## config.mk

```make
export PLATFORM = sky130hd
export DESIGN_NAME = event_nest_ctl
export DESIGN_NICKNAME = d
export VERILOG_FILES = /design/src/rtl/event_nest_ctl.sv
export SDC_FILE = /design/constraint.sdc
export NUM_CORES = 1
export LEC_CHECK = 0
export ABC_AREA = 1
export BUFFER_PORTS_ARGS = -buffer_cell sky130_fd_sc_hd__buf_2
export CAP_MARGIN = 20
export CORE_MARGIN = 1
export CORE_UTILIZATION = 59
export DETAILED_ROUTE_END_ITERATION = 8
export PLACE_DENSITY = 0.95
export SETUP_SLACK_MARGIN = 0.4
export SLEW_MARGIN = 20
export SYNTH_ARGS = -nofsm -noshare
export SYNTH_HDL_FRONTEND = slang
export SYNTH_SLANG_ARGS = --single-unit
```

## constraint.sdc

```tcl
create_clock -name clk -period 4.65 [get_ports clk]
set_clock_uncertainty 0.15 [all_clocks]
set_input_delay 0.6975 -clock clk [delete_from_list [all_inputs] [get_ports clk]]
set_output_delay 0.6975 -clock clk [all_outputs]
set_load 0.05 [all_outputs]
```

## src/rtl/event_nest_ctl.sv

```systemverilog
module event_nest_ctl #(
  parameter int LVLS = 16,
  localparam int LW = $clog2(LVLS)
) (
  input  logic            clk,
  input  logic            rst_n,
  input  logic            dbg_req,
  input  logic            sys_rst_req,
  input  logic            wdog_nmi,
  input  logic            pin_nmi,
  input  logic            sw_nmi,
  input  logic            fault_req,
  input  logic            hwerr_req,
  input  logic            tick_req,
  input  logic [LVLS-8:0] gp_req,
  input  logic            sw_raise,
  input  logic [LW-1:0]   sw_lvl,
  input  logic            mask_we,
  input  logic [LVLS-6:0] mask_din,
  input  logic            ret_pulse,
  output logic            take,
  output logic [LW-1:0]   take_lvl,
  output logic [LVLS-1:0] pend_o,
  output logic [LVLS-1:0] act_o
);

  localparam int GP0 = 7;

  logic [LVLS-1:0] pend_q, act_q;
  logic [LVLS-6:0] mask_q;
  logic [LVLS-1:0] sw_vec, req, cand, allow, elig, p_oh, act_ret, a_oh, grant;
  logic            win;

  function automatic logic [LW-1:0] enc(input logic [LVLS-1:0] oh);
    enc = '0;
    for (int i = 0; i < LVLS; i++)
      if (oh[i]) enc = LW'(i);
  endfunction

  always_comb begin
    sw_vec = '0;
    if (sw_raise && sw_lvl >= LW'(GP0)) sw_vec[sw_lvl] = 1'b1;
  end

  assign req = {gp_req, tick_req, hwerr_req, 1'b0, fault_req,
                wdog_nmi | pin_nmi | sw_nmi, sys_rst_req, dbg_req} | sw_vec;

  assign cand    = pend_q | req;
  assign allow   = {mask_q, 5'b01111};
  assign elig    = cand & allow;
  assign p_oh    = elig & (~elig + 1'b1);
  assign act_ret = ret_pulse ? (act_q & (act_q - 1'b1)) : act_q;
  assign a_oh    = act_ret & (~act_ret + 1'b1);
  assign win     = (p_oh != '0) && ((a_oh == '0) || (p_oh < a_oh));
  assign grant   = win ? p_oh : '0;

  assign take     = sys_rst_req | win;
  assign take_lvl = sys_rst_req ? LW'(1) : enc(p_oh);
  assign pend_o   = pend_q;
  assign act_o    = act_q;

  always_ff @(posedge clk or negedge rst_n) begin
    if (!rst_n) begin
      pend_q <= '0;
      act_q  <= '0;
      mask_q <= '0;
    end else begin
      if (mask_we) mask_q <= mask_din;
      if (sys_rst_req) begin
        pend_q <= '0;
        act_q  <= LVLS'(2);
      end else begin
        pend_q <= cand & ~grant;
        act_q  <= act_ret | grant;
      end
    end
  end

endmodule


```

==> reports/qor.csv <==
stage;metric;value;unit
route;drt drc;0;
floorplan;Die Width;75.50;um
final_layout;Synth-to-Final Area Change;21.44;%
final_layout;final std cells w/o fill;584;
sta;highest clock rate;239.7;MHz
sta;RSZ-0062 raised after global routing;yes;
final_layout;ANT cells;0;
pwr;cell leakage power;2.082;nW
sta;Slew Limit Fails;0;
route;final WL;8.278;mm
synthesis;average size of a mapped cell;7.463;um2
sta;TNS Setup;0;ns
flow_run;max_cap viols;0;
sta;final setup fails;0;
global_routing;GRT overflow;0;
sta;Final Hold Fails;0;
floorplan;initial core utilization;62.00;%
pwr;maximum vdd ir drop;0.0001762;V
global_routing;first-pass GRT wire length;12.66;mm
clock_tree;Clock Path Buffers;2;
place;DP Cell Count;566;
clock_tree;CTS Sinks;43;
synthesis;sequential share of the synthesized area;33.77;%
setup_path;worst endpoint data arrival time;3.32;ns
route;vias;3270;
setup_path;RR Endpoint;pend_o[9];
clock_tree;root buf cell;clkbuf_8;
clock_tree;TritonCTS buffer count;5;
synthesis;Syn. warnings;0;
sta;Slew HR;36.36;%
floorplan;Core Box Area;5140;um2
synthesis;cell area after synthesis;3187;um2
synthesis;FF+latch count, synth;43;
setup_path;Startpoint Class;input port;
route;Final ANT Viol Nets;0;
clock_tree;CTS tree;built;
global_routing;vias in the first global route;2921;
floorplan;Die H;75.50;um
clock_tree;# H-tree levels;2;
route;DR WL/cell;14.17;um
clock_tree;clk slew on worst S/H paths;0.08;ns
worst_hold_path;min-delay src;pend_o[4];
place;gpl congestion;0.9245;
setup_path;R2R cell count;20;
setup_path;Max FO, Critical Path;5;
sta;min Tclk post-route;4.171;ns
final_layout;share of cells above drive strength 1;35.41;%
final_layout;Layout Nets;562;
floorplan;Rows;26;
setup_path;Crit path required time;3.80;ns
route;Initial DRC Count;270;
setup_path;R2R setup slack;1.13;ns
sta;period utilisation layout;89.70;%
setup_path;CP Capture Type;output port;
route;Initial DRT Pass Iterations;5;
floorplan;Ports;74;
place;Final HPWL DP;6.297;mm
worst_hold_path;Hold Path Depth;2;
setup_path;worst reg2reg path startpoint;act_o[1];
run_status;run status;finished, final reports clean;
clock_tree;clk_lat worst skew;0.30;ns
pwr;total power per unit cell area;261.6;nW/um2
synthesis;Syn Inst Count;427;
worst_hold_path;HP Class;flop to flop;
synthesis;Post-Syn Nets;476;
sta;Worst Tran Pin Value;0.9546;ns
global_routing;largest net degree at the start of global routing;44;
setup_path;Setup CP Type;input port to output port;
route;post-DR vias/cell;5.599;
global_routing;initial antenna violation count;0;
place;IO Port Bufs;73;
synthesis;Cell variety after synth;40;
floorplan;die footprint;5700;um2
global_routing;Tot GR Track Use;29.58;%
worst_hold_path;hold path endpoint;pend_o[4];
-- layer usage --
metal | up-vias | wire, um | global-route usage (%)
met4 | 0 | 189 | 10.70
met5 | - | 0 | 0
li1 | 1567 | - | -
met2 | 147 | 4025 | 50.79
met3 | 22 | 446 | 5.026
met1 | 1534 | 3617 | 37.68
-- power by group --
| group | leakage [nW] | total [mW] | switching, mW | internal [mW] |
|---|---|---|---|---|
| sequential | 0.544 | 0.416 | 0.0182 | 0.398 |
| clock | 0.0422 | 0.234 | 0.129 | 0.106 |
| combinational | 1.50 | 0.362 | 0.243 | 0.118 |
-- worst max-delay path, cell delays in order --
cell      delay (ns)
clkbuf_4        0.16
inv_1           0.07
nand2_2         0.10
nand2_1         0.09
nor2_4          0.13
nand3_2         0.10
nor2_4          0.17
nand2_2         0.10
nor2_4          0.13
nand2_2         0.09
nor3_4          0.22
nand2_1         0.09
ha_1            0.28
inv_1           0.09
nor3_2          0.06
a211oi_2        0.24
nand3_2         0.12
nand2_4         0.07
nand2_1         0.06
nand2_2         0.09
buf_8           0.16
-- Yosys cell counts (all sizes together) --
| library cell | n | area (um2) |
|---|---|---|
| nand2 | 77 | 331.6 |
| nor2 | 76 | 359.1 |
| inv | 72 | 270.3 |
| nand3 | 53 | 347.8 |
| dfrtp | 43 | 1076 |
| a21oi | 20 | 126.4 |
| nor3 | 15 | 102.6 |
| o21ai | 15 | 78.82 |
| ha | 12 | 150.1 |
| nand4 | 11 | 68.82 |
| mux2 | 7 | 78.83 |
| clkbuf | 4 | 15.01 |
| nor4 | 4 | 31.28 |
| buf | 3 | 42.54 |
| or2 | 3 | 18.77 |
| a211oi | 2 | 15.01 |
| and2 | 2 | 12.51 |
| and3 | 2 | 12.51 |
| o21bai | 2 | 18.77 |
| a31oi | 1 | 6.260 |
| nand3b | 1 | 7.510 |
| o2111ai | 1 | 8.760 |
| or4 | 1 | 7.510 |
-- cell type report --
cell class                      instances  area [um2]
Sequential cell                        43        1082
Fill cell                             389        1270
Clock buffer                            7       76.32
Inverter                               72       270.3
Tap cell                               70       87.58
Clock inverter                          1       5.005
Timing Repair Buffer                   86       475.5
Multi-Input combinational cell        305        1873
-- per-stage QoR --
stage	worst slack, ns	power (mW)	hold WS, ns	cell area [um2]	utilization [%]
3_3_place_gp	0.5321	0.7315	0.3216	3605	70.13
3_5_place_dp	0.4023	0.7415	0.3349	3605	70.13
2_1_floorplan	0.7413	0.6697	0.2519	3187	-
4_1_cts	0.4270	0.9740	0.3485	3689	71.76
6_report	0.4788	1.012	0.3541	3870	75.29
5_1_grt	0.2733	1.060	0.3820	3870	75.29
-- how the worst max path moves through the flow --
stage	slack, ns	start	cells after the start	endpoint
after floorplan	0.74	act_o[1]	20	take
after global placement	0.53	ret_pulse	19	take
after detailed placement	0.40	ret_pulse	19	take
after CTS	0.43	act_o[1]	19	take
after global routing	0.27	ret_pulse	21	take
final	0.48	ret_pulse	21	take
-- sequential cells by signal (all words and copies together), names as in the netlist --
register and flops:
act_o 16, mask_q 11, pend_o 16
-- layout by cell type, fill, tap and decap left out, types with 3 or more instances in the layout --
cell type / synthesis / final
nand2_1: 62 / 59
nand3_2: 14 / 14
nor4_1: 3 / 3
inv_1: 64 / 63
o21ai_1: 3 / 4
clkbuf_8: 0 / 5
nor2_1: 64 / 59
nand3_1: 38 / 37
nor2_2: 5 / 7
buf_4: 0 / 13
nand4_1: 11 / 11
ha_1: 12 / 11
a21oi_2: 7 / 7
nor2_4: 6 / 9
dfrtp_1: 43 / 38
mux2_2: 7 / 7
a21oi_1: 13 / 13
nor3_1: 12 / 10
inv_2: 8 / 9
o21ai_0: 11 / 10
nor3_2: 1 / 3
nand2_2: 14 / 17
buf_2: 0 / 71
dfrtp_2: 0 / 5
-- cell families (layout without fill, tap and decap cells) --
| family | Yosys count | in the layout | synth area share [%] |
|---|---|---|---|
| and+or+nand+nor | 245 | 245 | 40.79 |
| buffers and inverters | 79 | 166 | 10.29 |
| adders and majority gates | 12 | 12 | 4.711 |
| DFF | 43 | 43 | 33.77 |
| muxes | 7 | 7 | 2.474 |
| AOI/OAI and AO/OA | 41 | 41 | 7.970 |
-- what timing repair did --
item / 4_1_cts / 5_1_grt
hold buffers: 0 / 0
gates resized for setup: 1 / 29
buffers inserted: 0 / 10
endpoints found under the setup margin: 1 / 1
pin swaps: 0 / 7
Power figures use the tool's default switching activity.
